**src/rtl/mlinv_pkg.sv**
```systemverilog
package mlinv_pkg;

  // Shift an angle by an offset, modulo one full turn.
  function automatic int unsigned ang_shift(input int unsigned a,
                                            input int unsigned ofs,
                                            input int unsigned turn);
    int unsigned s;
    s = a + ofs;
    if (s >= turn) s = s - turn;
    return s;
  endfunction

  // Half-open window test: start inclusive, stop exclusive.
  function automatic logic in_window(input int unsigned a,
                                     input int unsigned start,
                                     input int unsigned stop);
    return (a >= start) && (a < stop);
  endfunction

endpackage

```
**src/rtl/mlinv_angle_ctr.sv**
```systemverilog
module mlinv_angle_ctr #(
  parameter int TURN = 3600,
  parameter int W    = 12
) (
  input  logic         clk_i,
  input  logic         rst_i,
  input  logic         tick_i,
  output logic [W-1:0] angle_o
);
  localparam logic [W-1:0] LAST = W'(TURN - 1);

  logic wrap_w;
  assign wrap_w = (angle_o == LAST);

  always_ff @(posedge clk_i) begin
    if (rst_i)       angle_o <= '0;
    else if (tick_i) angle_o <= wrap_w ? '0 : angle_o + 1'b1;
  end
endmodule

```
**src/rtl/mlinv_pwm_carrier.sv**
```systemverilog
module mlinv_pwm_carrier #(
  parameter int CW = 8
) (
  input  logic          clk_i,
  input  logic          rst_i,
  input  logic [CW-1:0] duty_i,
  output logic          on_o
);
  localparam logic [CW-1:0] FULL = '1;

  logic [CW-1:0] carrier_q;

  always_ff @(posedge clk_i) begin
    if (rst_i) carrier_q <= '0;
    else       carrier_q <= carrier_q + 1'b1;
  end

  assign on_o = (duty_i == FULL) || (carrier_q < duty_i);
endmodule

```
**src/rtl/mlinv_leg_window.sv**
```systemverilog
module mlinv_leg_window #(
  parameter int NDEV = 6,
  parameter int W    = 12,
  parameter logic [NDEV*W-1:0] START = '0,
  parameter logic [NDEV*W-1:0] STOP  = '0
) (
  input  logic [W-1:0]    angle_i,
  output logic [NDEV-1:0] upper_o
);
  for (genvar d = 0; d < NDEV; d++) begin : g_dev
    assign upper_o[d] = mlinv_pkg::in_window(32'(angle_i),
                                             32'(START[d*W +: W]),
                                             32'(STOP[d*W +: W]));
  end
endmodule

```
**src/rtl/mlinv_gate_gen.sv**
```systemverilog
module mlinv_gate_gen #(
  parameter int LEVELS = 7,
  parameter int TURN   = 3600,
  parameter int ANG_W  = 12,
  parameter int CAR_W  = 8,
  parameter int PHASES = 3,
  parameter logic [(LEVELS-1)*ANG_W-1:0] WIN_START =
    {12'd319, 12'd597, 12'd787, 12'd1008, 12'd1202, 12'd1480},
  parameter logic [(LEVELS-1)*ANG_W-1:0] WIN_STOP =
    {12'd3281, 12'd3003, 12'd2808, 12'd2587, 12'd2407, 12'd2119},
  parameter logic [PHASES*ANG_W-1:0] PH_OFS = {12'd1200, 12'd2400, 12'd0}
) (
  input  logic                             clk_i,
  input  logic                             rst_i,
  input  logic                             tick_i,
  input  logic [CAR_W-1:0]                 duty_i,
  output logic [PHASES*2*(LEVELS-1)-1:0]   gate_o
);
  localparam int NDEV   = LEVELS - 1;
  localparam int LEG_W  = 2 * NDEV;
  localparam int GATE_W = PHASES * LEG_W;

  logic [ANG_W-1:0]  angle_w;
  logic              pwm_on_w;
  logic [GATE_W-1:0] gate_next_w;

  mlinv_angle_ctr #(.TURN(TURN), .W(ANG_W)) u_angle (
    .clk_i  (clk_i),
    .rst_i  (rst_i),
    .tick_i (tick_i),
    .angle_o(angle_w)
  );

  mlinv_pwm_carrier #(.CW(CAR_W)) u_pwm (
    .clk_i (clk_i),
    .rst_i (rst_i),
    .duty_i(duty_i),
    .on_o  (pwm_on_w)
  );

  for (genvar p = 0; p < PHASES; p++) begin : g_leg
    logic [ANG_W-1:0] ph_angle_w;
    logic [NDEV-1:0]  upper_w;

    assign ph_angle_w = ANG_W'(mlinv_pkg::ang_shift(32'(angle_w),
                                                    32'(PH_OFS[p*ANG_W +: ANG_W]),
                                                    32'(TURN)));

    mlinv_leg_window #(.NDEV(NDEV), .W(ANG_W),
                       .START(WIN_START), .STOP(WIN_STOP)) u_win (
      .angle_i(ph_angle_w),
      .upper_o(upper_w)
    );

    assign gate_next_w[p*LEG_W +: LEG_W] =
      pwm_on_w ? {~upper_w, upper_w} : {{NDEV{1'b1}}, {NDEV{1'b0}}};
  end

  always_ff @(posedge clk_i) begin
    if (rst_i) gate_o <= '0;
    else       gate_o <= gate_next_w;
  end
endmodule

```
**config.mk**
```make
export PLATFORM = sky130hd
export DESIGN_NAME = mlinv_gate_gen
export DESIGN_NICKNAME = d
export VERILOG_FILES = /design/src/rtl/mlinv_pkg.sv /design/src/rtl/mlinv_angle_ctr.sv /design/src/rtl/mlinv_pwm_carrier.sv /design/src/rtl/mlinv_leg_window.sv /design/src/rtl/mlinv_gate_gen.sv
export SDC_FILE = /design/constraint.sdc
export NUM_CORES = 1
export LEC_CHECK = 0
export ABC_AREA = 1
export CAP_MARGIN = 40
export CORE_ASPECT_RATIO = 1.5
export CORE_MARGIN = 5
export CORE_UTILIZATION = 52
export CTS_CLUSTER_DIAMETER = 200
export CTS_CLUSTER_SIZE = 14
export DETAILED_ROUTE_END_ITERATION = 7
export GPL_TIMING_DRIVEN = 0
export PLACE_DENSITY_LB_ADDON = 0.1
export SLEW_MARGIN = 10
export SYNTH_ARGS = -nofsm -noshare
export SYNTH_HDL_FRONTEND = slang
export SYNTH_SLANG_ARGS = --single-unit
```
**constraint.sdc**
```tcl
create_clock -name clk_i -period 2.4 [get_ports clk_i]
set_input_delay 0.24 -clock clk_i [delete_from_list [all_inputs] [get_ports clk_i]]
set_output_delay 0.24 -clock clk_i [all_outputs]
set_load 0.1 [all_outputs]
```
* Yosys cells after proc, flatten, opt, wreduce, memory -nomap -nowiden
Cells that the tools add are included.
** Storage, ports and cells
- Bits in registers :: 56
- Output and inout bits :: 36
- Word-level logic and storage cells :: 84
** Operators by class
- $add $sub $neg :: 7
- Order comparisons :: 40
- Eq/ne operators :: 2
- Bitwise logic cells :: 4
- Mux-type cells :: 7
- Reductions and logical operators :: 20
** Operators by type and width (count)
- less-than comparator 12 bit (second input constant) :: 18
- >= comparator 12 x 10 -> 1 bit (second input constant) :: 9
- two-way mux 12 bit :: 7
- >= comparator 12 x 11 -> 1 bit (second input constant) :: 6
- >= comparator 12 x 9 -> 1 bit (second input constant) :: 3
- subtractor 12 bit (second input constant) :: 3
- >= comparator 13 x 12 -> 1 bit (second input constant) :: 2
- logical AND 1 bit :: 18
- NOT 6 bit :: 3
- adder 12 x 11 -> 13 bit (second input constant) :: 1
- adder 12 x 12 -> 13 bit (second input constant) :: 1
- adder 12 x 1 -> 12 bit (second input constant) :: 1
- equality test 12 bit (second input constant) :: 1
- >= comparator 12 bit (second input constant) :: 1
- adder 8 x 1 -> 8 bit (second input constant) :: 1
- equality test 8 bit (second input constant) :: 1
- less-than comparator 8 bit :: 1
- OR reduction 2 bit :: 1
- logical OR 1 bit :: 1
- NOT 1 bit :: 1

* Longest topological paths before layout
- Depth in word-level cells :: 7
- Gate-level depth with buffers :: 22
- Depth with buffers taken out :: 20

* By module
A second synthesis with hierarchy kept.
** Second synthesis, totals
- Cells, all modules :: 863
- Area total of the unflattened synthesis :: 4938.5 um^2
** Modules (own cells, without submodules)
- mlinv_gate_gen :: instances 1, area each 2189.6 um^2, seq. area each 720.7 um^2, cells an instance 321
- mlinv_leg_window :: instances 3, area each 504.2 um^2, seq. area each 0.0 um^2, cells an instance 122
- mlinv_angle_ctr :: instances 1, area each 684.4 um^2, seq. area each 240.2 um^2, cells an instance 96
- mlinv_pwm_carrier :: instances 1, area each 551.8 um^2, seq. area each 160.2 um^2, cells an instance 80

* Least setup slack after synthesis
No wires, ideal clock.
- Path kind :: reg-to-reg
- From :: register u_angle.angle_o[4]
- To :: register gate_o[32]
- Period minus slack after synthesis :: 2688 ps
- Data arrival time :: 2578 ps
- Path slack :: -288 ps
- Setup time :: 110 ps
- Stages on the path, launching flop included :: 23
- Data required time :: 2290 ps
- Cell sequence :: dfxtp_1 > buf_2 > clkinv_1 > ha_1 > inv_1 > nand2_2 > nand2_2 > nand2_2 > nand2_2 > nand2_4 > nor2_8 > nand3_2 > nand3_4 > buf_8 > nand2_1 > nand2_2 > nand2_1 > nor2_2 > nand2_1 > nand2_1 > nand3_1 > nand2_1 > inv_1
** On the way
- Longest elaborated chain between the ends :: 7
- Elaborated cells on any way between the ends :: 9
- Those cells by class :: add/sub (2); order compare (3); mux (2); bitwise (1); reduce/logical (1)
** RTL lines
- from (decl) :: line mlinv_angle_ctr.sv:8 : output logic [W-1:0] angle_o
- from (signal assigned) :: line mlinv_angle_ctr.sv:17 : else if (tick_i) angle_o <= wrap_w ? '0 : angle_o + 1'b1;
- adder 12 x 11 -> 13 bit (*) :: line mlinv_pkg.sv:8 : s = a + ofs;
- subtractor 12 bit or >= comparator 13 x 12 -> 1 bit (tied branches) :: line mlinv_pkg.sv:9 : if (s >= turn) s = s - turn;
- two-way mux 12 bit (*) :: line mlinv_pkg.sv:9
- >= comparator 12 x 10 -> 1 bit or less-than comparator 12 bit (tied branches) :: line mlinv_pkg.sv:17 : return (a >= start) && (a < stop);
- logical AND 1 bit (*) :: line mlinv_pkg.sv:17
- NOT 6 bit (*) :: line mlinv_gate_gen.sv:56 : pwm_on_w ? {~upper_w, upper_w} : {{NDEV{1'b1}}, {NDEV{1'b0}}};
- two-way mux 12 bit (*) :: line mlinv_gate_gen.sv:56
- to (signal assigned) :: line mlinv_gate_gen.sv:61 : else gate_o <= gate_next_w;
- to (decl) :: line mlinv_gate_gen.sv:17 : output logic [PHASES*2*(LEVELS-1)-1:0] gate_o
Every way passes the cells marked *; elsewhere a longest branch is shown, timed or not.
A chain may end at the register's enable or synchronous reset.

* Worst setup path in the final report
- From :: register u_angle.angle_o[5]
- To :: register gate_o[19]
** On the way
- Longest elaborated chain between the ends :: 7
- Elaborated cells on any way between the ends :: 9
- Those cells by class :: add/sub (2); order compare (3); mux (2); bitwise (1); reduce/logical (1)
** RTL lines (line)
- adder 12 x 12 -> 13 bit (*) :: mlinv_pkg.sv:8
- subtractor 12 bit or >= comparator 13 x 12 -> 1 bit (tied branches) :: mlinv_pkg.sv:9
- two-way mux 12 bit (*) :: mlinv_pkg.sv:9
- >= comparator 12 x 11 -> 1 bit or less-than comparator 12 bit (tied branches) :: mlinv_pkg.sv:17
- logical AND 1 bit (*) :: mlinv_pkg.sv:17
- NOT 6 bit (*) :: mlinv_gate_gen.sv:56
- two-way mux 12 bit (*) :: mlinv_gate_gen.sv:56
Marked as above.

==> run metrics <==
grt ovf 0; Area contributors post-synth dfxtp_1 26%, nand2_1 16%, inv_1 7.5%; Yosys cell types 44; Worst VDD drop 0.297 mV; first-pass GRT wire length 22600 um; clock tree buffer depth 2; Ant. Diodes 0; Clock Skews 7.16 ps; TritonCTS clock tree done; initial antenna violation count 0; RSZ-0062 raised after global routing yes; Max Fclk 394 MHz; drt drc 0; # rows 41; largest net degree at the start of global routing 18; max_slew headroom 62.8%; IO Pins 47; dpl ws -628 ps; pwr/cell area 315 nW/um2; Net Count, Synth 725; post-synthesis sequential area ratio 25.6%; max_cap viols 0; final-report max-slew violation count 0; clk_lat worst skew 290 ps; gr usage total 26.8%; slack of the critical path -136 ps; Lkg Pwr 0.00308 uW; CTS clk-pin slew, worst paths 70 ps; Port-buffer cells 46; fraction of layout cells with a size suffix above 1 30.8%; DR pass1 iterations 5; Die W 85.0 um; CP Capture Type flop; Die Area 10400 um2; synth warn 0; Worst-Margin Slew 555 ps; most frequent cells in the layout 144 x nand2_1, 80 x inv_1, 70 x nor2_1; Crit Path Class reg -> reg; antenna-violating nets left 0; Post-Syn Area per Cell 6.34 um2; most common cell after layout, fill and taps aside nand2_1; H-tree lvl count 2; Post-Synthesis Cell Area 4380 um2; Yosys top cell area share 25.6%; cell count after synthesis 691; endpoints failing setup 24; Hold Path Class reg -> reg; Placed Cells 880; fin cells 920; status complete, but fails checks; CP arrival 2730 ps; Die H 122 um; clk root buf clkbuf_16; routed vias 4886; Detailed Place HPWL 10800 um; Synth area leader dfxtp_1; routed vias/inst 5.31; synthesized flop and latch total 56; Wirelength per Cell 15.4 um; GPL Wtd Cong 0.930; Post-synth EDFFs 0; failing checks negative setup slack; Pwr Total 2060 uW; Post-synth top flop dfxtp_1; core area 8310 um2; Starting Density 52.8%; worst-path fanout max 7; TritonCTS buffer count 5; vias in the first global route 4870; NumNets Final 846; DR iter-0 viols 224; CP required 2590 ps; Area growth syn-to-layout 49.2%; final hold violation count 0; drt total wl 14100 um; startpoint types flop; crit share post-route 106%; Post-synth ARST share 0%; min Tclk post-route 2540 ps; Clock Sinks 56
## layout make-up
| type | instances | area [um2] |
|---|---|---|
| Multi-Input combinational cell | 524 | 3370 |
| Fill cell | 593 | 1770 |
| Timing Repair Buffer | 113 | 1260 |
| Sequential cell | 56 | 1130 |
| Inverter | 98 | 393 |
| Tap cell | 107 | 134 |
| Clock buffer | 6 | 129 |
| Buffer | 14 | 106 |
| Clock inverter | 2 | 16.3 |
## sequential cells by signal, summed over array words and instances (netlist names)
register	cells
gate_o	36
u_angle.angle_o	12
u_pwm.carrier_q	8
## metal layers
| metal | share of wire [%] | vias up | track usage (%) |
|---|---|---|---|
| met4 | 6.0 | 0 | 15.3 |
| met1 | 37 | 2224 | 27.8 |
| li1 | - | 2447 | - |
| met3 | 3.5 | 64 | 2.82 |
| met2 | 53 | 151 | 51.4 |
| met5 | 0 | - | 0 |
## critical path, stage by stage, from the launching register on
cell and delay (ps):
dfxtp_4 390, inv_4 80, ha_2 200, inv_2 70, nand2_2 90, nand2_4 110
buf_4 130, a21oi_1 70, a31oi_1 450, xnor2_4 210, nor2_2 90, nor2_4 160
nand2_1 70, nor2_1 100, nand3_1 110, nand2_1 70, inv_1 40
## timing repair
action	4_1_cts	5_1_grt
gates cloned	1	1
resized for setup	74	87
pin swaps	35	44
endpoints found under the setup margin	36	36
buffers inserted	22	8
hold buffers	0	0
## logic make-up after synthesis
kind of cell,share of synthesized area [%]
AND/OR/NAND/NOR,42.5
adder cells (fa/ha/maj),6.56
buffers and inverters,10.4
XOR/XNOR,4.51
flip-flops,25.6
AO/OA/AOI/OAI,10.4
## per-stage QoR
step / setup TNS (ps) / cell area [um2] / util [%] / hold slack, ps
after floorplan: 0 / 4400 / - / 424
after detailed placement: -12710 / 5540 / 66.6 / 455
final: -1860 / 6540 / 78.7 / 473
after CTS: -322 / 6150 / 74.0 / 472
after global routing: -5710 / 6540 / 78.7 / 499
after global placement: -10400 / 5000 / 60.1 / 444
## synthesized netlist by cell type, drive strengths merged (3+ instances only)
cell type,n
a31oi,3
ha,23
o211ai,3
clkbuf,5
a21oi,34
xnor2,7
inv,97
o21ai,30
nor2,97
nand2,214
dfxtp,56
xor2,13
nand3,57
nor3,8
buf,9
nand4,21
## power breakdown
part / leakage, uW / internal [uW] / switching (uW) / total [uW]
combinational: 0.00255 / 132 / 245 / 377
clock: 0.0000671 / 390 / 327 / 717
sequential: 0.000462 / 953 / 12.9 / 966
total: 0.00308 / 1470 / 585 / 2060
## path summary, 6_finish.rpt
check                           from                  to  slack [ps]  cells after the start
hold / removal    u_pwm.carrier_q[0]  u_pwm.carrier_q[0]         470                      1
hold reg to reg   u_pwm.carrier_q[0]  u_pwm.carrier_q[0]         470                      1
setup / recovery  u_angle.angle_o[5]          gate_o[19]        -140                     16
setup reg to reg  u_angle.angle_o[5]          gate_o[19]        -140                     16
(Power assumes the default switching activity.)
